$ cat config.mk
export PLATFORM = sky130hd
export DESIGN_NAME = spi_xfer_engine
export DESIGN_NICKNAME = d
export VERILOG_FILES = /design/src/rtl/spi_eng_pkg.sv /design/src/rtl/spi_ctl_reg.sv /design/src/rtl/spi_shift_engine.sv /design/src/rtl/spi_cs_drive.sv /design/src/rtl/spi_xfer_engine.sv
export SDC_FILE = /design/constraint.sdc
export NUM_CORES = 1
export LEC_CHECK = 0
export ABC_AREA = 1
export ABC_CLOCK_PERIOD_IN_PS = 3800
export BUFFER_PORTS_ARGS = -buffer_cell sky130_fd_sc_hd__buf_2
export CAP_MARGIN = 10
export CORE_UTILIZATION = 57
export CTS_CLUSTER_SIZE = 30
export DETAILED_ROUTE_END_ITERATION = 8
export PLACE_DENSITY = 0.9
export SYNTH_ARGS = -nofsm -noshare
export SYNTH_HDL_FRONTEND = slang
export SYNTH_HIERARCHICAL = 1
export SYNTH_SLANG_ARGS = --single-unit
$ cat constraint.sdc
create_clock -name clk -period 3.8 [get_ports clk]
set_input_delay 0.19 -clock clk [delete_from_list [all_inputs] [get_ports clk]]
set_output_delay 0.19 -clock clk [all_outputs]
set_load 0.02 [all_outputs]
$ cat src/rtl/spi_eng_pkg.sv
package spi_eng_pkg;

  localparam int CS_LINES   = 4;
  localparam int CS_SEL_W   = 2;

  localparam int CTL_PHASE_B = 0;
  localparam int CTL_POL_B   = 1;
  localparam int CTL_CSLOW_B = 2;
  localparam int CTL_SEL_LO  = 4;
  localparam int CTL_SWOWN_B = 6;
  localparam int CTL_SWLVL_B = 7;
  localparam int CTL_LSB_B   = 12;
  localparam int CTL_GO_B    = 31;

  typedef struct packed {
    logic                lsb_first;
    logic                sw_lvl;
    logic                sw_own;
    logic [CS_SEL_W-1:0] cs_sel;
    logic                cs_low;
    logic                cpol;
    logic                cpha;
  } xfer_cfg_t;

  typedef enum logic [2:0] {
    ST_IDLE  = 3'd0,
    ST_FETCH = 3'd1,
    ST_LEAD  = 3'd2,
    ST_SHIFT = 3'd3,
    ST_PUSH  = 3'd4,
    ST_TRAIL = 3'd5
  } eng_state_t;

  function automatic xfer_cfg_t unpack_cfg(input logic [31:0] w);
    xfer_cfg_t c;
    c.cpha      = w[CTL_PHASE_B];
    c.cpol      = w[CTL_POL_B];
    c.cs_low    = w[CTL_CSLOW_B];
    c.cs_sel    = w[CTL_SEL_LO +: CS_SEL_W];
    c.sw_own    = w[CTL_SWOWN_B];
    c.sw_lvl    = w[CTL_SWLVL_B];
    c.lsb_first = w[CTL_LSB_B];
    return c;
  endfunction

  function automatic logic [31:0] pack_ctl(input xfer_cfg_t c, input logic go);
    logic [31:0] w;
    w = '0;
    w[CTL_PHASE_B]               = c.cpha;
    w[CTL_POL_B]                 = c.cpol;
    w[CTL_CSLOW_B]               = c.cs_low;
    w[CTL_SEL_LO +: CS_SEL_W]    = c.cs_sel;
    w[CTL_SWOWN_B]               = c.sw_own;
    w[CTL_SWLVL_B]               = c.sw_lvl;
    w[CTL_LSB_B]                 = c.lsb_first;
    w[CTL_GO_B]                  = go;
    return w;
  endfunction

endpackage

$ cat src/rtl/spi_ctl_reg.sv
module spi_ctl_reg
  import spi_eng_pkg::*;
(
  input  logic        clk,
  input  logic        rst_n,
  input  logic        wr,
  input  logic [31:0] wdata,
  input  logic        en,
  input  logic        master,
  input  logic        burst_zero,
  input  logic        fin_evt,
  output xfer_cfg_t   cfg,
  output logic        go_q,
  output logic        start_evt,
  output logic [31:0] rdata
);

  logic write_ok;
  logic unused_wbits;

  assign write_ok     = wr && !go_q;
  assign start_evt    = write_ok && wdata[CTL_GO_B] && en && master;
  assign rdata        = pack_ctl(cfg, go_q);
  assign unused_wbits = ^wdata;

  always_ff @(posedge clk or negedge rst_n) begin
    if (!rst_n) begin
      cfg  <= '0;
      go_q <= 1'b0;
    end else begin
      if (write_ok) cfg <= unpack_cfg(wdata);
      if (fin_evt)                      go_q <= 1'b0;
      else if (start_evt && !burst_zero) go_q <= 1'b1;
    end
  end


  go_needs_enable_chk: assert property (@(posedge clk) disable iff (!rst_n)
    $rose(go_q) |-> $past(en && master));


  go_clears_on_finish_chk: assert property (@(posedge clk) disable iff (!rst_n)
    $fell(go_q) |-> $past(fin_evt));


  cfg_frozen_busy_chk: assert property (@(posedge clk) disable iff (!rst_n)
    go_q |=> $stable(cfg));

endmodule

$ cat src/rtl/spi_shift_engine.sv
module spi_shift_engine
  import spi_eng_pkg::*;
#(
  parameter int DATA_W = 8,
  parameter int CNT_W  = 16
) (
  input  logic              clk,
  input  logic              rst_n,
  input  logic              start_evt,
  input  logic [CNT_W-1:0]  burst_len,
  input  logic              half_tick,
  input  logic              cpha,
  input  logic              lsb_first,
  input  logic              tx_empty,
  input  logic [DATA_W-1:0] tx_data,
  output logic              tx_pop,
  input  logic              miso,
  output logic              rx_push,
  output logic [DATA_W-1:0] rx_data,
  output logic              sclk_tgl,
  output logic              mosi,
  output logic              cs_assert,
  output logic              fin_evt,
  output logic              done_q,
  output logic              edge_evt
);

  localparam int EDGE_N = 2 * DATA_W;
  localparam int EW     = $clog2(EDGE_N);
  localparam int BW     = $clog2(DATA_W);
  localparam logic [EW-1:0] LAST_EDGE = EW'(EDGE_N - 1);

  eng_state_t        state;
  logic [CNT_W-1:0]  left_q;
  logic              first_q;
  logic [DATA_W-1:0] tx_byte;
  logic [DATA_W-1:0] rx_byte;
  logic [BW-1:0]     bidx;
  logic [EW-1:0]     eidx;
  logic              sample_evt;
  logic              advance_evt;
  logic [BW-1:0]     adv_idx;

  // Physical lane of logical bit k under the selected bit order.
  function automatic logic [BW-1:0] lane(input logic [BW-1:0] k, input logic lsb);
    return lsb ? k : BW'(DATA_W - 1) - k;
  endfunction

  // Logical bit index that becomes current after edge e.
  function automatic logic [BW-1:0] next_bit(input logic [EW-1:0] e, input logic ph);
    return ph ? e[EW-1:1] : e[EW-1:1] + BW'(1);
  endfunction

  assign edge_evt    = (state == ST_SHIFT) && half_tick;
  assign sample_evt  = edge_evt && (eidx[0] == cpha);
  assign advance_evt = edge_evt && (cpha ? !eidx[0] : (eidx[0] && eidx != LAST_EDGE));
  assign adv_idx     = next_bit(eidx, cpha);

  assign tx_pop    = (state == ST_FETCH) && !tx_empty;
  assign rx_push   = (state == ST_PUSH);
  assign rx_data   = rx_byte;
  assign mosi      = tx_byte[lane(bidx, lsb_first)];
  assign cs_assert = (state == ST_LEAD) || (state == ST_SHIFT) || (state == ST_PUSH) ||
                     (state == ST_TRAIL) || ((state == ST_FETCH) && !first_q);
  assign fin_evt   = ((state == ST_TRAIL) && half_tick) ||
                     ((state == ST_IDLE) && start_evt && (burst_len == '0));

  always_ff @(posedge clk or negedge rst_n) begin
    if (!rst_n) begin
      state    <= ST_IDLE;
      left_q   <= '0;
      first_q  <= 1'b0;
      tx_byte  <= '0;
      rx_byte  <= '0;
      bidx     <= '0;
      eidx     <= '0;
      sclk_tgl <= 1'b0;
      done_q   <= 1'b0;
    end else begin
      done_q <= fin_evt;
      case (state)
        ST_IDLE: begin
          if (start_evt && (burst_len != '0)) begin
            left_q  <= burst_len;
            first_q <= 1'b1;
            state   <= ST_FETCH;
          end
        end
        ST_FETCH: begin
          if (!tx_empty) begin
            tx_byte <= tx_data;
            rx_byte <= '0;
            bidx    <= '0;
            eidx    <= '0;
            state   <= first_q ? ST_LEAD : ST_SHIFT;
          end
        end
        ST_LEAD: begin
          if (half_tick) begin
            first_q <= 1'b0;
            state   <= ST_SHIFT;
          end
        end
        ST_SHIFT: begin
          if (half_tick) begin
            sclk_tgl <= ~sclk_tgl;
            if (sample_evt) rx_byte[lane(eidx[EW-1:1], lsb_first)] <= miso;
            if (advance_evt) bidx <= adv_idx;
            if (eidx == LAST_EDGE) state <= ST_PUSH;
            else                   eidx  <= eidx + EW'(1);
          end
        end
        ST_PUSH: begin
          left_q <= left_q - CNT_W'(1);
          state  <= (left_q == CNT_W'(1)) ? ST_TRAIL : ST_FETCH;
        end
        ST_TRAIL: begin
          if (half_tick) state <= ST_IDLE;
        end
        default: state <= ST_IDLE;
      endcase
    end
  end


  no_empty_pop_chk: assert property (@(posedge clk) disable iff (!rst_n)
    tx_pop |-> !tx_empty);


  clock_rest_idle_chk: assert property (@(posedge clk) disable iff (!rst_n)
    (state != ST_SHIFT) |-> !sclk_tgl);


  push_not_with_done_chk: assert property (@(posedge clk) disable iff (!rst_n)
    rx_push |-> !done_q);

endmodule

$ cat src/rtl/spi_cs_drive.sv
module spi_cs_drive
  import spi_eng_pkg::*;
(
  input  xfer_cfg_t           cfg,
  input  logic                cs_assert,
  output logic [CS_LINES-1:0] cs_lines
);

  function automatic logic line_level(input logic picked, input xfer_cfg_t c,
                                      input logic act);
    if (!picked)  return c.cs_low;
    if (c.sw_own) return c.sw_lvl;
    return act ? ~c.cs_low : c.cs_low;
  endfunction

  for (genvar i = 0; i < CS_LINES; i++) begin : g_line
    assign cs_lines[i] = line_level(cfg.cs_sel == CS_SEL_W'(i), cfg, cs_assert);
  end

endmodule

$ cat src/rtl/spi_xfer_engine.sv
module spi_xfer_engine
  import spi_eng_pkg::*;
#(
  parameter int DATA_W = 8,
  parameter int CNT_W  = 16
) (
  input  logic                clk,
  input  logic                rst_n,
  input  logic                cfg_enable,
  input  logic                cfg_master,
  input  logic                ctl_wr,
  input  logic [31:0]         ctl_wdata,
  output logic [31:0]         ctl_rdata,
  input  logic [CNT_W-1:0]    burst_len,
  input  logic                half_tick,
  input  logic                tx_empty,
  input  logic [DATA_W-1:0]   tx_data,
  output logic                tx_pop,
  output logic                rx_push,
  output logic [DATA_W-1:0]   rx_data,
  output logic                xfer_done,
  output logic                sclk,
  output logic                mosi,
  input  logic                miso,
  output logic [CS_LINES-1:0] cs_out
);

  xfer_cfg_t cfg;
  logic      go_q;
  logic      start_evt;
  logic      fin_evt;
  logic      sclk_tgl;
  logic      cs_assert;
  logic      edge_evt;

  spi_ctl_reg u_ctl (
    .clk        (clk),
    .rst_n      (rst_n),
    .wr         (ctl_wr),
    .wdata      (ctl_wdata),
    .en         (cfg_enable),
    .master     (cfg_master),
    .burst_zero (burst_len == '0),
    .fin_evt    (fin_evt),
    .cfg        (cfg),
    .go_q       (go_q),
    .start_evt  (start_evt),
    .rdata      (ctl_rdata)
  );

  spi_shift_engine #(.DATA_W(DATA_W), .CNT_W(CNT_W)) u_eng (
    .clk       (clk),
    .rst_n     (rst_n),
    .start_evt (start_evt),
    .burst_len (burst_len),
    .half_tick (half_tick),
    .cpha      (cfg.cpha),
    .lsb_first (cfg.lsb_first),
    .tx_empty  (tx_empty),
    .tx_data   (tx_data),
    .tx_pop    (tx_pop),
    .miso      (miso),
    .rx_push   (rx_push),
    .rx_data   (rx_data),
    .sclk_tgl  (sclk_tgl),
    .mosi      (mosi),
    .cs_assert (cs_assert),
    .fin_evt   (fin_evt),
    .done_q    (xfer_done),
    .edge_evt  (edge_evt)
  );

  spi_cs_drive u_cs (
    .cfg       (cfg),
    .cs_assert (cs_assert),
    .cs_lines  (cs_out)
  );

  assign sclk = cfg.cpol ^ sclk_tgl;


  done_sees_go_clear_chk: assert property (@(posedge clk) disable iff (!rst_n)
    xfer_done |-> !go_q);


  sclk_rest_level_chk: assert property (@(posedge clk) disable iff (!rst_n)
    !go_q |-> (sclk == cfg.cpol));


  one_active_line_chk: assert property (@(posedge clk) disable iff (!rst_n)
    $countones(cs_out ^ {CS_LINES{cfg.cs_low}}) <= 1);


  edge_under_select_chk: assert property (@(posedge clk) disable iff (!rst_n)
    (go_q && $past(go_q) && !cfg.sw_own && !$stable(sclk))
      |-> (cs_out[cfg.cs_sel] == ~cfg.cs_low));

endmodule

* Word level (Yosys, flattened, before mapping)
Index checks and enable logic that the tools add are counted.
Operators by class: equality and inequality tests 21, $lt $le $gt $ge 3, reductions and logical operators 42, bitwise gates (word level) 4, $add $sub $neg 5, mux-type cells 59
Operator list (count):
- $mux W3 | 13
- $pmux W16 S2 | 1
- $mux W1 | 30
- $mux W8 | 3
- $pmux W3 S6 | 1
- $eq A16 B1 Y1 const B | 1
- $logic_and A1 B1 Y1 | 16
- $logic_not A16 Y1 | 1
- $mux W16 | 1
- $pmux W8 S2 | 1
- $reduce_bool A16 Y1 | 1
- $sub A16 B1 Y16 const B | 1
- $ne A2 B2 Y1 const B | 7
- $mux W4 | 3
- $reduce_and A4 Y1 | 3
- $bwmux W8 | 1
- $lt A3 B4 Y1 const B | 2
- $pmux W4 S2 | 1
- $reduce_bool A2 Y1 | 4
- $eq A3 B2 Y1 const B | 2
- $eq A3 B3 Y1 const B | 2
- $pmux W3 S2 | 1
- $reduce_and A2 Y1 | 3
- $reduce_and A6 Y1 | 1
- 21 further kinds | 34
Storage, ports and cells: logic and storage cells 151, input bits 64, bits in registers 54

* Longest topological paths before layout
word-level depth 10, mapped depth 11, depth with buffers taken out 11

* Hierarchy
The synthesis kept the hierarchy.
By module, submodules not included:
- spi_shift_engine | area an instance 2969.1 sq um, times used 1, seq. area each 1126.1 sq um, cells each 435
- spi_ctl_reg | area an instance 621.8 sq um, times used 1, seq. area each 225.2 sq um, cells each 77
- spi_cs_drive | area an instance 120.1 sq um, times used 1, seq. area each 0.0 sq um, cells each 26
- spi_xfer_engine | area an instance 112.6 sq um, times used 1, seq. area each 0.0 sq um, cells each 28

* Least setup slack after synthesis
Ideal clock, no wire load.
path kind register -> output, start reg u_eng.state[1], end out cs_out[3], arrival 1.632 ns, cell stages (with the launch flop) 12, slack 1.978 ns, cell sequence dfrtp_1 -> nor2_1 -> nand2_1 -> inv_2 -> buf_2 -> a21oi_1 -> nand3_1 -> inv_1 -> nand2_1 -> nand3_2 -> nand3_1 -> nand2_1
RTL lines:
- start, declared | line spi_shift_engine.sv:33 | eng_state_t state;
- start signal, assigned | line spi_shift_engine.sv:95 | state <= first_q ? ST_LEAD : ST_SHIFT;
- start signal, assigned | line spi_shift_engine.sv:115 | state <= (left_q == CNT_W'(1)) ? ST_TRAIL : ST_FETCH;
- $eq A3 B3 Y1
- named net rx_push | line spi_xfer_engine.sv:19 | output logic rx_push,
- $logic_or A1 B1 Y1 (2 in a row) | line spi_shift_engine.sv:63 | assign cs_assert = (state == ST_LEAD) || (state == ST_SHIFT) || (state == ST_PUSH) ||
- $logic_or A1 B1 Y1 | line spi_shift_engine.sv:64 | (state == ST_TRAIL) || ((state == ST_FETCH) && !first_q);
- named net cs_assert | line spi_xfer_engine.sv:33 | logic cs_assert;
- $mux W1 (2 in a row) | line spi_cs_drive.sv:13 | return act ? ~c.cs_low : c.cs_low;
- $mux W1 | line spi_cs_drive.sv:12 | if (c.sw_own) return c.sw_lvl;
- end, declared | line spi_xfer_engine.sv:25 | output logic [CS_LINES-1:0] cs_out
The timed path passes the listed nets, and every way through them passes these cells.

* Worst setup path after layout
start reg u_eng.state[1], end out cs_out[1]
Between the ends: cells in the longest elaborated chain, start to end 8
RTL lines (line):
- $eq A3 B2 Y1 | spi_shift_engine.sv:63
- $logic_or A1 B1 Y1 (3 in a row) | spi_shift_engine.sv:63
- $logic_or A1 B1 Y1 (*) | spi_shift_engine.sv:64
- named net cs_assert | spi_xfer_engine.sv:33
- $mux W1 (*) (2 in a row) | spi_cs_drive.sv:13
- $mux W1 (*) | spi_cs_drive.sv:12
Mark *: on every way through the listed nets, which the timed path passes. The rest lies on a longest branch.

==> flow_metrics.py <==
metrics = {
    "status": {
        "outcome": "complete, but fails checks",
        "violations": "DRC",
    },
    "worst_setup_path": {
        "cp_cell_sequence": "nor2_1, nand2_1, inv_2, a21oi_1, nand3_1, inv_1, nand2_1, nand3_2, nand3_1, nand2_1, buf_2",
        "worstPathMaxFanout": 23,
        "max_stage_delay_ps": 490,
        "startpoint_type": "register",
        "cpMaxStageDelayCell": "nand2_1",
        "timing.reg2reg.setup_slack_ps": 1390,
        "crit_arrival_ps": 2660,
        "path_delay_family": "simple AND/OR/NAND/NOR gates",
        "worstPathBufferInverterCount": 3,
        "path_depth": 11,
        "cpMostUsedCell": "nand2_1",
        "critPathCaptureType": "primary output",
        "cp.required_ps": 3610,
        "rr_worst_depth": 9,
        "critical_path_class": "reg2out",
    },
    "die": {
        "fp-row-count": 29,
        "pin_count": 113,
        "die_y_um": 83.9,
        "die_w_um": 83.9,
        "die-area_mm2": 0.00704,
        "coreArea_mm2": 0.00642,
        "start_util": 0.595,
    },
    "synthesis": {
        "synthTopCellsByArea": "dfrtp_1 (35%), nand2_1 (18%), nand3_1 (9.7%)",
        "yosys_register_bits": 54,
        "syn_area_mm2": 0.00382,
        "yosys.cell_count.top_type": "nand2_1",
        "syn_inst": 566,
        "syn_avg_cell_area_um2": 6.76,
        "synth_flop_cell": "dfrtp_1",
        "yosysWarnings": 6,
        "synth_cell_types": 31,
        "ys_seq_area_frac": 0.353,
        "synthTopCellsByCount": "nand2_1 (188), nand3_1 (74), inv_1 (58), dfrtp_1 (54), nor2_1 (49)",
        "synth_top_cell_by_area": "dfrtp_1",
        "yosys.area.top_type_share": 0.353,
        "synth_edf_count": 0,
        "async_flop_share": 1.00,
    },
    "power": {
        "p_per_area_mw_per_mm2": 724,
        "switching_share": 0.491,
        "switching_power_uw": 1480,
        "power.total_uw": 3010,
        "vdd_drop_max_mv": 0.321,
        "power_frac_seq": 0.345,
        "power_leakage_uw": 0.00231,
        "clkPwrFrac": 0.132,
        "p_int_uw": 1530,
        "pwr-share-comb": 0.523,
    },
    "timing": {
        "finClkSkew_ps": 12.0,
        "slew_headroom": 0.487,
        "hold_ws_ps": 80.8,
        "finalCriticalPeriod_ps": 2850,
        "setup_viol": 0,
        "fin_crit_sh": 0.751,
        "tightest_slew_ps": 767,
        "fin_tns_setup_ps": 0,
        "fmax_ghz": 0.351,
        "finalHoldViolations": 0,
        "fin_ws_ps": 947,
        "slew_violations": 0,
        "grt_setup_unrepaired": "no",
    },
    "global_route": {
        "grt_use_total": 0.244,
        "grt_pass1_wl_um": 14300,
        "grt_max_degree": 40,
        "grt_pass1_vias": 3356,
        "met3_usage": 0.0455,
        "antenna_found_initial": 0,
        "use_met2": 0.422,
        "globalRouteMet1Util": 0.310,
        "grt_busiest_layer": "met2",
        "grt_overflow_total": 0,
    },
    "cells_and_area": {
        "fill_cells": 547,
        "areaGrowthSynthToFinish_pct": 8.61,
        "utilization": 0.647,
        "drive_above_1_share": 0.171,
        "finalNetCount": 687,
        "antennaDiodeCount": 0,
    },
    "drt": {
        "drc_errors": 18,
        "dr.pass1.iters": 7,
        "vias_per_cell": 5.28,
        "routed-via-count": 3683,
        "antenna_left": 0,
        "drt_wl_total_um": 8340,
        "drt_iter0_drc": 224,
        "wire_per_inst_um": 12.0,
    },
    "cts": {
        "clkLatencyLatePin_ps": 310,
        "cts.clk_slew.worst_paths_ps": 100,
        "cts_tree": "done",
        "hold_buffers": 1,
        "post_cts_buffers": 0,
        "numCtsBuffers": 5,
        "clockBufferDepth": 2,
        "cts.htree.levels": 2,
        "cts_resized": 0,
        "root_buffer": "clkbuf_8",
        "clock_sinks": 54,
    },
    "placement": {
        "gp_congestion": 0.949,
        "preCtsSetupSlack_ps": 1310,
        "hpwl_um": 6230,
        "port_buffers": 66,
    },
    "hold_path": {
        "hold_class": "in2reg",
        "holdPathStages": 3,
    },
    "run": {
        "maxCapViolCount": 0,
    },
}
per-layer routing:
layer | part of all wire | wire, um
met3 | 0.068 | 570
met2 | 0.50 | 4140
met1 | 0.43 | 3580
met5 | 0 | 0
met4 | 0.0065 | 54
cell usage in the layout, fill, tap and decap left out, types with 5 or more instances in the layout:
cell,instances
buf_2,66
or2_2,7
o211ai_1,5
o21ai_0,19
xor2_1,8
inv_1,58
nand2_1,188
dfrtp_1,54
nand4_1,10
nand3b_1,5
nor2_4,5
clkbuf_8,5
nor2_1,49
conb_1,23
a21oi_1,6
inv_2,7
nand3_1,74
logic make-up (layout without fill, tap and decap cells):
group                    after synthesis  in the layout  synth area share
AO/OA/AOI/OAI                         32             32            0.0458
XOR/XNOR                              10             10            0.0229
adder cells (fa/ha/maj)                4              4            0.0131
flip-flops                            54             54             0.353
buffers and inverters                109            141             0.145
AND/OR/NAND/NOR                      352            352             0.407
other                                  1             23          0.000981
multiplexers                           4              4            0.0118
final timing paths:
kind / from / to
hold reg to reg: u_eng/rx_data[2] / u_eng/rx_data[2]
setup / recovery: u_eng/state[1] / cs_out[1]
min in group asynchronous: rst_n / u_eng/left_q[8]
hold / removal: ctl_wdata[5] / u_ctl/cfg[4]
setup reg to reg: u_ctl/go_q / u_eng/left_q[6]
max in group asynchronous: rst_n / u_ctl/cfg[0]
worst min-delay path: stages:
cell	delay, ps
buf_2	70
nand2_1	40
nand2_1	60
layout make-up:
class                      instances  area [um2]  area share
clock buffer                       5        68.8      0.0166
clock inverter                     3        43.8      0.0105
sequential                        54        1350       0.325
timing repair buffer              68         348      0.0838
multi-input combinational        425        2000       0.482
tap                               77        96.3      0.0232
inverter                          65         244      0.0588
sequential cells by signal, summed over array words and instances, names as in the netlist:
signal and flops:
u_eng/left_q 16, u_ctl/cfg 8, u_eng/rx_data 8, u_eng/tx_byte 8, u_eng/eidx 4, u_eng/bidx 3
u_eng/state 3, u_ctl/go_q 1, u_eng/done_q 1, u_eng/first_q 1, u_eng/sclk_tgl 1
per-stage QoR:
step	cell area (um2)	cells
final	4150	697
after floorplan	3910	588
after CTS	4150	697
after detailed placement	4030	688
after global routing	4150	697
after global placement	4030	688
power by group through the flow:
stage               clock network [uW]  registers, uW  logic [uW]
floorplan                            0            988        1330
global placement                     0           1030        1490
detailed placement                   0           1050        1560
CTS                                404           1040        1570
global route                       430           1080        1770
finish                             396           1040        1570
Note: power is estimated with default switching activity, not from simulation.
